<file path="config.mk">
export PLATFORM = sky130hd
export DESIGN_NAME = slot_evt_bank
export DESIGN_NICKNAME = d
export VERILOG_FILES = /design/src/rtl/slot_evt_pkg.sv /design/src/rtl/slot_evt_match.sv /design/src/rtl/slot_evt_counter.sv /design/src/rtl/slot_evt_bank.sv
export SDC_FILE = /design/constraint.sdc
export NUM_CORES = 1
export LEC_CHECK = 0
export ABC_AREA = 1
export BUFFER_PORTS_ARGS = -buffer_cell sky130_fd_sc_hd__buf_2
export CORE_UTILIZATION = 50
export DETAILED_ROUTE_END_ITERATION = 16
export GPL_TIMING_DRIVEN = 0
export HOLD_SLACK_MARGIN = 0.06
export PLACE_DENSITY = 0.72
export RECOVER_POWER = 50
export SETUP_SLACK_MARGIN = 0.3
export SLEW_MARGIN = 10
export SYNTH_ARGS = -nofsm -noshare
export SYNTH_HDL_FRONTEND = slang
export SYNTH_SLANG_ARGS = --single-unit
</file>
<file path="constraint.sdc">
create_clock -name clk -period 3.7 [get_ports clk]
set_input_delay 0.185 -clock clk [delete_from_list [all_inputs] [get_ports clk]]
set_output_delay 0.185 -clock clk [all_outputs]
set_load 0.01 [all_outputs]
</file>
<file path="src/rtl/slot_evt_pkg.sv">
package slot_evt_pkg;
    localparam int NUM_CNT_DEF = 8;
    localparam int CNT_W_DEF   = 16;
    localparam int STS_W_DEF   = 8;
endpackage

</file>
<file path="src/rtl/slot_evt_match.sv">
module slot_evt_match #(
    parameter int STS_W = slot_evt_pkg::STS_W_DEF
) (
    input  logic             vld,
    input  logic [STS_W-1:0] vec,
    input  logic [STS_W-1:0] sel,
    input  logic [STS_W-1:0] want,
    output logic             hit
);
    logic [STS_W-1:0] diff;

    always_comb begin
        diff = (vec ^ want) & sel;
        hit  = vld && (diff == '0);
    end
endmodule

</file>
<file path="src/rtl/slot_evt_counter.sv">
module slot_evt_counter #(
    parameter int CNT_W = slot_evt_pkg::CNT_W_DEF
) (
    input  logic             clk,
    input  logic             rst_n,
    input  logic             cycle_start,
    input  logic             cfg_exit,
    input  logic             hit,
    input  logic             accum,
    input  logic             flag_clr,
    output logic [CNT_W-1:0] snap,
    output logic             flag
);
    localparam logic [CNT_W-1:0] CNT_MAX = '1;

    typedef struct packed {
        logic [CNT_W-1:0] cnt;
        logic [CNT_W-1:0] snap;
        logic             flag;
    } cnt_state_t;

    cnt_state_t st_d, st_q;
    logic [CNT_W-1:0] base;
    logic             step_ok;

    always_comb begin
        st_d = st_q;
        base = st_q.cnt;
        if (cfg_exit)
            base = '0;
        else if (cycle_start && !accum)
            base = '0;
        step_ok = hit && (base != CNT_MAX);
        st_d.cnt  = step_ok ? base + 1'b1 : base;
        st_d.snap = cycle_start ? st_q.cnt : st_q.snap;
        st_d.flag = step_ok | (st_q.flag & ~flag_clr);
    end

    always_ff @(posedge clk or negedge rst_n) begin
        if (!rst_n)
            st_q <= '0;
        else
            st_q <= st_d;
    end

    assign snap = st_q.snap;
    assign flag = st_q.flag;

    AST_STEP_BY_ONE: assert property (@(posedge clk) disable iff (!rst_n)
        (!cycle_start && !cfg_exit) |=>
        (st_q.cnt == $past(st_q.cnt)) || (st_q.cnt == CNT_W'($past(st_q.cnt) + 1'b1)));
    AST_SNAP_HOLD: assert property (@(posedge clk) disable iff (!rst_n)
        !cycle_start |=> $stable(st_q.snap));
    AST_SNAP_LOAD: assert property (@(posedge clk) disable iff (!rst_n)
        cycle_start |=> st_q.snap == $past(st_q.cnt));
    AST_CLEAR_MODE: assert property (@(posedge clk) disable iff (!rst_n)
        (cycle_start && !accum) |=> st_q.cnt <= CNT_W'(1));
    AST_NO_OVERFLOW: assert property (@(posedge clk) disable iff (!rst_n)
        (st_q.cnt == CNT_MAX && !cycle_start && !cfg_exit) |=> st_q.cnt == CNT_MAX);
    AST_CFG_CLEAR: assert property (@(posedge clk) disable iff (!rst_n)
        cfg_exit |=> st_q.cnt <= CNT_W'(1));
    AST_FLAG_CAUSE: assert property (@(posedge clk) disable iff (!rst_n)
        $rose(st_q.flag) |-> $past(hit));
    AST_FLAG_W1C: assert property (@(posedge clk) disable iff (!rst_n)
        (st_q.flag && flag_clr && !hit) |=> !st_q.flag);
endmodule

</file>
<file path="src/rtl/slot_evt_bank.sv">
module slot_evt_bank #(
    parameter int NUM_CNT = slot_evt_pkg::NUM_CNT_DEF,
    parameter int CNT_W   = slot_evt_pkg::CNT_W_DEF,
    parameter int STS_W   = slot_evt_pkg::STS_W_DEF
) (
    input  logic                     clk,
    input  logic                     rst_n,
    input  logic                     cycle_start,
    input  logic                     cfg_exit,
    input  logic                     status_vld,
    input  logic [STS_W-1:0]         status_vec,
    input  logic [NUM_CNT*STS_W-1:0] cond_mask,
    input  logic [NUM_CNT*STS_W-1:0] cond_value,
    input  logic [NUM_CNT-1:0]       accum_en,
    input  logic [NUM_CNT-1:0]       irq_en,
    input  logic [NUM_CNT-1:0]       flag_clr,
    output logic [NUM_CNT*CNT_W-1:0] snap_flat,
    output logic [NUM_CNT-1:0]       irq_flags,
    output logic                     irq
);
    logic [NUM_CNT-1:0] hit;

    for (genvar g = 0; g < NUM_CNT; g++) begin : g_cnt
        slot_evt_match #(.STS_W(STS_W)) u_match (
            .vld  (status_vld),
            .vec  (status_vec),
            .sel  (cond_mask[g*STS_W +: STS_W]),
            .want (cond_value[g*STS_W +: STS_W]),
            .hit  (hit[g])
        );

        slot_evt_counter #(.CNT_W(CNT_W)) u_counter (
            .clk         (clk),
            .rst_n       (rst_n),
            .cycle_start (cycle_start),
            .cfg_exit    (cfg_exit),
            .hit         (hit[g]),
            .accum       (accum_en[g]),
            .flag_clr    (flag_clr[g]),
            .snap        (snap_flat[g*CNT_W +: CNT_W]),
            .flag        (irq_flags[g])
        );
    end

    always_comb begin
        irq = |(irq_flags & irq_en);
    end

    AST_IRQ_MASKED: assert property (@(posedge clk) disable iff (!rst_n)
        (irq_en == '0) |-> !irq);
    AST_IRQ_SOURCE: assert property (@(posedge clk) disable iff (!rst_n)
        irq |-> (irq_flags != '0));
endmodule

</file>
==> reports/results.tsv, run 1 <==
stage	metric	value	unit
timing	Worst Max-Slew Pin Slew	2.193	ns
detailed_routing	Pre-antenna DRT Iters	6	
critical_path	crit-path leading delay family	buffers and inverters	
outcome	run status	finished, violations left	
power	Peak VDD IR	299.9	uV
cts	Clock Sinks	264	
yosys	simple-gate share of the synthesized area	40.52	%
critical_path	CP max FO	10	
timing	achievable frequency	0.3689	GHz
min_path	worst min-delay path class	in -> reg	
cells_and_area	fin nets	3136	
yosys	Yosys reg bits	264	
timing	part of the cycle the worst path needs	73.26	%
die	die area	0.03569	sq mm
global_route	vias in the first global route	16812	
critical_path	Crit Path Class	in -> reg	
detailed_routing	Iteration-0 DRC Markers	1345	
timing	RSZ-0062 raised after global routing	false	
cts	clock latency on the worst-skew pair	0.56	ns
yosys	Seq/Total Area, Yosys	37.82	%
placement	Post-DP HPWL	43.60	mm
cells_and_area	Area Growth Syn to Fin	18.38	%
critical_path	CP Launch Type	input port	
critical_path	CP cell instances	buf_6 -> inv_2 -> clkbuf_1 -> clkbuf_1 -> clkbuf_1 -> nand2_1 -> nand2_1	
cts	TritonCTS clock tree	done	
detailed_routing	Post-Route WL	57.30	mm
cts	Clock Tree Buf Depth	3	
critical_path	slowest stage cell, crit path	clkbuf_1	
detailed_routing	Vias/cell	5.147	
outcome	failing checks	capacitance limit, slew limit	
yosys	Avg Cell Area, Syn	6.657	sq um
die	Starting Density	50.70	%
timing	Setup TNS	0	ns
timing	Layout Skew	0.01470	ns
yosys	Synth Net Count	2797	
yosys	synthesized-area fraction occupied by adder cells	0.5730	%
timing	Setup-failing EPs final	0	
min_path	hold path start	cond_mask[46]	
global_route	grt ovf	0	
cells_and_area	FF+latch area	0.006606	sq mm
yosys	XOR/XNOR Fraction of Synth Area	2.657	%
critical_path	first element of the critical path	cycle_start	
global_route	largest net degree at the start of global routing	100	
yosys	dominant cells by area after synthesis	dfrtp_1, nand2_1, buf_4	
cells_and_area	n_diodes	0	
placement	IO buf count	296	
yosys	mux cell area share after synthesis	0	%
timing	max-slew violation count	83	
cells_and_area	multi-input combinational cell area	0.008194	sq mm
yosys	cell taking the most area after synthesis	dfrtp_1	
timing	Min Clock Period, post-route	2.711	ns
critical_path	Buf/Inv on CP	5	
detailed_routing	Final ANT Viol Nets	0	
global_route	Tot GR Track Use	32.25	%
die	Core ar.	0.03446	sq mm
cts	clk slew on worst S/H paths	0.06	ns
critical_path	FF-to-FF setup slack	1.41	ns
yosys	Syn. warnings	0	
cts	CTS root buffer	clkbuf_16	
die	Site Rows	68	
detailed_routing	Routed wire per std cell	16.65	um
yosys	Gate Count Post-Synth	2624	
detailed_routing	DRC Markers	0	
cells_and_area	Core Util, Final	60.01	%
critical_path	max incr delay on CP	0.81	ns
yosys	largest family of logic cells by synthesized area	simple AND/OR/NAND/NOR gates	
critical_path	WP data required	4.19	ns
die	Die X	188.9	um
die	I/O Pins	302	
cts	H-tree levels	1	
yosys	Netlist cell types	30	
cells_and_area	fill cell count	3360	
detailed_routing	routed via count	17710	
timing	worst relative slew slack	-46.22	%
critical_path	Crit. End Element	flop	
cts	CTS buffer count	30	
yosys	Netlist Area Pre-Place	0.01747	sq mm
power	PD cells	331.2	mW/mm^2
timing	Fin. Hold Viols	0	
critical_path	CP arrival	3.20	ns
critical_path	Most Frequent Cell on Critical Path	clkbuf_1	
power	Leak Pwr	11.84	nW
flow_run	Max-Cap Viols	1	
global_route	first-pass GRT wire length	89.72	mm
yosys	share of the synthesized area in the top cell type	37.82	%
global_route	antenna violations before repair	1	
cells_and_area	share of cells above drive strength 1	18.75	%
critical_path	worst flop-to-flop path startpoint	g_cnt[6].u_counter.st_q[17]	
yosys	complex-gate fraction of the synthesized area	3.159	%
die	die height	188.9	um
placement	GP Congestion	0.9620	
-- worst register-to-register path, stage by stage, from the launching register on --
cell and delay (ns):
dfrtp_1 0.32, inv_1 0.08, nor2_1 0.29, ha_1 0.31, inv_1 0.06, nor2_1 0.10
nand2_1 0.14, inv_1 0.16, nand4_1 0.12, nand2_2 0.21, buf_4 0.25, o21ai_0 0.13
-- flip-flops by register name, summed over array words and instances, names as in the netlist --
register / cells
g_cnt.u_counter.flag: 8
g_cnt.u_counter.snap: 128
g_cnt.u_counter.st_q: 128
-- per-layer routing --
layer / global-route usage (%) / up-vias / wire length, um
li1: - / 8648 / -
met1: 39.26 / 8170 / 23150
met4: 16.16 / 2 / 3180
met2: 55.15 / 732 / 26910
met5: 0 / - / 13
met3: 5.394 / 158 / 4046
-- cells by family after synthesis --
| group | count (synthesis) |
|---|---|
| compound gates | 103 |
| xor+xnor | 53 |
| fa+ha+maj | 8 |
| buf+inv | 516 |
| flops | 264 |
| simple gates | 1680 |
-- cells in the mapped netlist (all sizes together) --
library cell and n:
or2 26, xor2 44, a31oi 7, nand3b 8
ha 8, a221oi 2, nor3 6, o21ai 86
xnor2 9, o21bai 8, dfrtp 264, nor2 295
nand4 92, clkbuf 29, inv 296, nand2 1067
buf 191, nand3 186
-- report_power, final --
group / switching, W / internal (W) / total (W)
combinational: 0.000465 / 0.000215 / 0.000680
clock: 0.00123 / 0.00203 / 0.00326
sequential: 0.00000954 / 0.00290 / 0.00291
-- final cells by class --
cell class,count,share of cell area (%)
buffer,220,7.508
clock buffer,42,4.338
clock inverter,13,0.9802
inverter,296,5.397
multi-input combinational,1844,39.62
sequential,264,31.95
tap,455,2.753
timing repair buffer,307,7.454
-- what timing repair did --
item,in CTS,in global routing
hold buffers,9,0
endpoints found under the hold margin,90,0
resized for setup,0,0
buffers inserted,0,0
-- per-stage QoR --
stage | worst slack [ns] | instance area [sq um] | hold slack, ns | instances | power (W)
6_report | 0.9894 | 20680 | 0.1436 | 3441 | 0.006849
5_1_grt | 0.9170 | 20680 | 0.1390 | 3441 | 0.007059
4_1_cts | 1.053 | 20770 | 0.1284 | 3441 | 0.006894
3_5_place_dp | 0.4695 | 19590 | 0.2234 | 3377 | 0.003638
3_3_place_gp | -2.503 | 19520 | 0.3526 | 3375 | 0.003622
2_1_floorplan | 1.491 | 17470 | -0.1106 | 2624 | 0.003285
-- worst paths after layout --
path	endpoint	cells past startpoint
setup / recovery	g_cnt[1].u_counter.snap[15]	7
hold / removal	g_cnt[5].u_counter.st_q[29]	6
setup reg to reg	g_cnt[6].u_counter.flag	11
hold reg to reg	g_cnt[5].u_counter.snap[15]	2
max in group asynchronous	g_cnt[6].u_counter.snap[10]	3
min in group asynchronous	g_cnt[0].u_counter.snap[15]	2
-- layout by cell type (no fill, tap or decap), types with 2 or more instances in the layout --
cell / instances
o21ai_0: 82
nand4_1: 91
dfrtp_1: 264
o21ai_1: 4
nor2_4: 9
nor3_1: 6
bufinv_16: 5
buf_4: 151
clkbuf_1: 100
inv_2: 4
or2_2: 26
nand2_4: 2
nor2_1: 263
xnor2_1: 9
buf_16: 2
nand2_1: 1047
clkbuf_8: 8
ha_1: 8
xor2_1: 44
clkinvlp_4: 5
buf_6: 16
a31oi_1: 7
clkbuf_16: 31
inv_1: 291
nand3_2: 3
nand2_2: 18
o21bai_1: 8
a221oi_1: 2
nor2_2: 23
dlygate4sd3_1: 9
clkinv_2: 3
nand3b_1: 8
nand3_1: 183
buf_2: 250
Note: power is estimated with default switching activity, not from simulation.
==> inputs of run 2 (changes only) <==
- PLACE_DENSITY: 0.72 -> 0.75
- clock period: 3.7 -> 2.3 ns (I/O delays scaled with it)
==> run 2 against run 1 <==
  * The flow now finishes without violations
  * Non-clock buffer count grew 34
  * Highest routed layer is now met4
  * Worst setup slack got worse by 0.78 ns
  * Sequential power rose by 61%
==> reports/results.tsv, run 2 (same netlist as run 1, synthesis figures left out) <==
stage	metric	value	unit	change
outcome	run status	completed		
die	Die X	188.9	um	unchanged
detailed_routing	routed via count	17929		+1.2%
detailed_routing	Vias/cell	5.164		+0.33%
power	Peak VDD IR	453.6	uV	+51%
placement	Post-DP HPWL	43.03	mm	-1.3%
cts	Clock Tree Buf Depth	3		unchanged
detailed_routing	Post-Route WL	57.34	mm	about the same
cts	CTS root buffer	clkbuf_16		
global_route	antenna violations before repair	1		unchanged
placement	GP Congestion	0.9741		+1.3%
global_route	Tot GR Track Use	31.86	%	-0.40 points
global_route	grt ovf	0		unchanged
min_path	Hold EP	g_cnt[7].u_counter.snap[15]		
cells_and_area	fin area	0.02126	sq mm	+2.8%
critical_path	CP max FO	10		unchanged
timing	max-slew violation count	0		-100%
critical_path	worst flop-to-flop path startpoint	g_cnt[6].u_counter.st_q[17]		
cells_and_area	most frequent cells in the layout	nand2_1, buf_2, inv_1		
global_route	vias in the first global route	16869		+0.34%
timing	achievable frequency	0.4794	GHz	
timing	part of the cycle the worst path needs	90.69	%	
detailed_routing	Pre-antenna DRT Iters	6		unchanged
cells_and_area	fin nets	3169		+1.1%
critical_path	CP arrival	2.57	ns	-0.63 ns
cells_and_area	share of cells above drive strength 1	22.90	%	+4.1 points
timing	final hold slack	0.08231	ns	-0.06133 ns
timing	Fin. Hold Viols	0		unchanged
cts	TritonCTS clock tree	done		
die	Core ar.	0.03446	sq mm	unchanged
global_route	largest net degree at the start of global routing	104		+4.0%
flow_run	Max-Cap Viols	0		-1
critical_path	WP data required	2.79	ns	-1.40 ns
power	total power	0.01096	W	+60%
cts	clock latency on the worst-skew pair	0.55	ns	about the same
min_path	hold depth	4		-2
critical_path	Crit. End Element	flop		
power	Leak Pwr	12.25	nW	+3.5%
power	PD cells	515.4	mW/mm^2	+56%
cells_and_area	commonest non-fill, non-tap cell in the layout	nand2_1		
die	die height	188.9	um	unchanged
cells_and_area	Area Growth Syn to Fin	21.67	%	
die	Site Rows	68		unchanged
detailed_routing	Routed wire per std cell	16.51	um	-0.83%
min_path	hold path start	cycle_start		
cts	H-tree levels	1		unchanged
critical_path	Crit Path Class	in -> reg		
timing	RSZ-0062 raised after global routing	true		
detailed_routing	Final ANT Viol Nets	0		unchanged
critical_path	Reg2Reg Depth	13		+2
timing	Setup-failing EPs final	0		unchanged
min_path	worst min-delay path class	in -> reg		
critical_path	reg-to-reg endpoint	g_cnt[6].u_counter.st_q[25]		
placement	IO buf count	296		unchanged
cts	Clock Sinks	264		unchanged
cts	clk slew on worst S/H paths	0.06	ns	about the same
die	I/O Pins	302		unchanged
die	die area	0.03569	sq mm	unchanged
cts	CTS buffer count	29		-3.3%
detailed_routing	DRC Markers	0		unchanged
cells_and_area	fill cell count	3203		-4.7%
global_route	first-pass GRT wire length	89.15	mm	-0.63%
timing	Worst Max-Slew Pin Slew	1.163	ns	-1.030 ns
critical_path	CP Launch Type	input port		
detailed_routing	Iteration-0 DRC Markers	1370		+1.9%
die	Starting Density	50.70	%	unchanged
cells_and_area	n_diodes	0		unchanged
critical_path	FF-to-FF setup slack	0.34	ns	-1.07 ns
placement	placed cell area	0.01961	sq mm	+0.14%
timing	Layout Skew	0.009305	ns	-0.005394 ns
timing	Min Clock Period, post-route	2.086	ns	
timing	worst relative slew slack	22.46	%	+69 points
## run 2: what timing repair did
item                                    CTS  global route
endpoints found under the hold margin    87             0
endpoints found under the setup margin  135            94
setup buffers                             4            27
hold buffers                             11             0
cloned                                    0             1
resized for setup                        35            37
pin swaps                                 1            16
## run 2: critical path, cell delays in order
cell and delay, ns:
buf_6 0.14, inv_1 0.39, clkbuf_2 0.49, clkbuf_1 0.70, clkbuf_1 0.51, nand2_1 0.12, nand2_1 0.08
## run 2: final cells by class
class / instances / area (sq um) / area share [%]
clock inverter: 16 / 266.5 / 1.254
sequential: 264 / 6606 / 31.08
buffer: 220 / 1610 / 7.576
inverter: 296 / 1116 / 5.251
clock buffer: 36 / 782.0 / 3.679
tap: 455 / 569.3 / 2.678
multi-input combinational: 1844 / 8421 / 39.62
timing repair buffer: 341 / 1884 / 8.865
## run 2: worst max-delay path by stage
stage | from | endpoint | slack, ns | depth (start not counted)
after global placement | rst_n | g_cnt[5].u_counter.snap[5] | -3.75 | 1
final | cycle_start | g_cnt[2].u_counter.snap[2] | 0.21 | 7
after CTS | g_cnt[1].u_counter.flag | irq | 0.15 | 5
after detailed placement | cycle_start | g_cnt[6].u_counter.snap[15] | -0.69 | 7
after global routing | cycle_start | g_cnt[1].u_counter.snap[5] | 0.15 | 7
after floorplan | cfg_exit | g_cnt[2].u_counter.flag | 0.30 | 16
## run 2: report_power, final
group          internal [W]  switching (W)
combinational      0.000374       0.000756
sequential          0.00467      0.0000183
clock               0.00319        0.00195
total               0.00823        0.00273
## run 2: metrics by stage
stage	TNS (ns)	setup slack, ns	util [%]	std cells
CTS	0	0.1503	60.73	3444
global route	0	0.1500	61.68	3472
global placement	-1024.07	-3.752	56.73	3375
finish	0	0.2142	61.68	3472
floorplan	0	0.3032	-	2624
detailed placement	-45.76	-0.6908	56.92	3377
## run 2: routing by layer
layer / track usage, % / up-vias / part of all wire (%)
met4: 16.69 / 0 / 5.3
met3: 5.394 / 143 / 7.8
li1: - / 8714 / -
met5: 0 / - / 0
met1: 38.55 / 8293 / 39
met2: 54.36 / 779 / 48
==> inputs of run 3 (changes only) <==
- CTS_BUF_LIST: not set -> sky130_fd_sc_hd__clkbuf_8
==> run 3 against run 2 <==
  * Non-clock buffer count grew 3
  * Flip-flop and latch count unchanged
  * Via count is 0.28% lower
  * Final cell count rose by 0.89%
  * Power is 6.0% lower
  * Die area stayed put
==> reports/results.tsv, run 3 (same netlist as run 1, synthesis figures left out) <==
stage	metric	value	unit	change
outcome	run status	completed		
critical_path	CP max FO	10		unchanged
timing	max-slew violation count	0		unchanged
cells_and_area	n_diodes	0		unchanged
die	Die X	188.9	um	unchanged
cts	clk slew on worst S/H paths	0.05	ns	about the same
power	Peak VDD IR	304.7	uV	-33%
timing	achievable frequency	0.4933	GHz	+2.9%
cts	TritonCTS clock tree	done		
cts	H-tree levels	2		+1
detailed_routing	routed via count	17879		-0.28%
detailed_routing	Routed wire per std cell	16.37	um	-0.87%
die	I/O Pins	302		unchanged
cells_and_area	Area Growth Syn to Fin	21.26	%	
cells_and_area	fill cell count	3246		+1.3%
detailed_routing	Pre-antenna DRT Iters	6		unchanged
die	Core ar.	0.03446	sq mm	unchanged
timing	Final WS setup	0.2728	ns	+0.05855 ns
die	Site Rows	68		unchanged
critical_path	crit-path leading delay family	buffers and inverters		
critical_path	max incr delay on CP	0.68	ns	-0.02 ns
timing	Setup-failing EPs final	0		unchanged
cts	CTS buffer count	46		+59%
critical_path	WP data required	2.81	ns	+0.02 ns
placement	GP Congestion	0.9741		unchanged
critical_path	CP Launch Type	input port		
cells_and_area	most frequent cells in the layout	nand2_1, buf_2, inv_1		
cts	CTS root buffer	clkbuf_8		
timing	worst relative slew slack	21.62	%	-0.84 points
critical_path	Crit Path Class	in -> reg		
critical_path	CP Depth	7		unchanged
detailed_routing	Final ANT Viol Nets	0		unchanged
critical_path	reg-to-reg endpoint	g_cnt[6].u_counter.st_q[28]		
placement	Post-DP HPWL	43.03	mm	unchanged
power	Leak Pwr	12.32	nW	+0.52%
critical_path	FF-to-FF setup slack	0.36	ns	+0.02 ns
die	die area	0.03569	sq mm	unchanged
placement	placed cell area	0.01961	sq mm	unchanged
timing	Layout Skew	0.01525	ns	+0.005944 ns
global_route	antenna violations before repair	0		-1
detailed_routing	Vias/cell	5.104		-1.2%
cts	Clock Sinks	264		unchanged
flow_run	Max-Cap Viols	0		unchanged
detailed_routing	DRC Markers	0		unchanged
critical_path	CP arrival	2.53	ns	-0.04 ns
critical_path	slowest stage cell, crit path	clkbuf_1		
timing	Setup TNS	0	ns	unchanged
power	total power	0.01030	W	-6.0%
critical_path	Reg2Reg Depth	13		unchanged
timing	final hold slack	0.07443	ns	-0.007876 ns
critical_path	CP cell instances	buf_6 -> inv_1 -> clkbuf_2 -> clkbuf_1 -> clkbuf_1 -> nand2_1 -> nand2_1		
critical_path	Worst setup endpoint	g_cnt[4].u_counter.snap[11]		
placement	IO buf count	296		unchanged
timing	Min Clock Period, post-route	2.027	ns	-0.05855 ns
global_route	vias in the first global route	16928		+0.35%
die	die height	188.9	um	unchanged
global_route	Tot GR Track Use	32.06	%	+0.20 points
die	Starting Density	50.70	%	unchanged
cts	Clock Tree Buf Depth	3		unchanged
timing	RSZ-0062 raised after global routing	false		
power	PD cells	486.3	mW/mm^2	-5.6%
timing	Fin. Hold Viols	0		unchanged
min_path	worst min-delay path class	in -> reg		
placement	pre-CTS WS	-0.6908	ns	unchanged
detailed_routing	Iteration-0 DRC Markers	1477		+7.8%
critical_path	worst flop-to-flop path startpoint	g_cnt[6].u_counter.st_q[18]		
global_route	first-pass GRT wire length	89.63	mm	+0.54%
timing	part of the cycle the worst path needs	88.14	%	-2.5 points
timing	Worst Max-Slew Pin Slew	1.176	ns	+0.01258 ns
cells_and_area	share of cells above drive strength 1	23.39	%	+0.49 points
cells_and_area	commonest non-fill, non-tap cell in the layout	nand2_1		
global_route	grt ovf	0		unchanged
cells_and_area	fin nets	3189		+0.63%
critical_path	Crit. End Element	flop		
critical_path	first element of the critical path	cycle_start		
detailed_routing	Post-Route WL	57.35	mm	about the same
global_route	largest net degree at the start of global routing	104		unchanged
cells_and_area	fin area	0.02118	sq mm	-0.34%
critical_path	Buf/Inv on CP	5		unchanged
cts	clock latency on the worst-skew pair	0.58	ns	+0.03 ns
run 3: area by class of cell:
cell class / instances / area, sq um / area share [%]
clock buffer: 56 / 770.7 / 3.639
buffer: 220 / 1594 / 7.525
inverter: 296 / 1116 / 5.269
clock inverter: 24 / 181.4 / 0.8565
multi-input combinational: 1844 / 8421 / 39.75
sequential: 264 / 6606 / 31.19
timing repair buffer: 344 / 1924 / 9.084
tap: 455 / 569.3 / 2.688
run 3: metal layers:
layer | vias up | global-route usage, % | share of wire (%) | wire length, um
li1 | 8746 | - | - | -
met1 | 8222 | 38.88 | 40 | 22800
met2 | 770 | 54.88 | 48 | 27420
met3 | 141 | 5.338 | 7.4 | 4241
met4 | 0 | 16.32 | 5.0 | 2881
met5 | - | 0 | 0 | 0
run 3: worst min-delay path by stage:
| stage | from | endpoint | cells after the start |
|---|---|---|---|
| after floorplan | rst_n | g_cnt[0].u_counter.flag | 0 |
| after detailed placement | rst_n | g_cnt[7].u_counter.snap[6] | 1 |
| after CTS | accum_en[7] | g_cnt[7].u_counter.st_q[20] | 5 |
| after global placement | flag_clr[5] | g_cnt[5].u_counter.flag | 2 |
| after global routing | accum_en[7] | g_cnt[7].u_counter.st_q[20] | 5 |
| final | cond_mask[14] | g_cnt[1].u_counter.st_q[30] | 7 |
run 3: worst min-delay path, stage by stage:
cell     delay [ns]
buf_2          0.09
a31oi_1        0.08
nand3_1        0.09
nor2_1         0.05
nand2_2        0.08
nand2_1        0.05
nand2_1        0.05
run 3: timing repair:
action                     CTS  global route
gates cloned                 0             1
buffers inserted             3            26
gates resized for setup     35            35
setup endpoints to repair  136            94
hold buffers                16             0
hold endpoints to repair    95             0
pin swaps                    3            16
run 3: through the flow:
step,util (%),instances
floorplan,-,2624
global placement,56.73,3375
detailed placement,56.92,3377
CTS,60.60,3476
global route,61.47,3503
finish,61.47,3503
run 3: power by group:
part / internal (W) / switching, W / leakage [nW]
logic: 0.000379 / 0.000754 / 8.09
clock network: 0.00253 / 0.00195 / 0.542
registers: 0.00467 / 0.0000180 / 3.68
total: 0.00758 / 0.00272 / 12.3
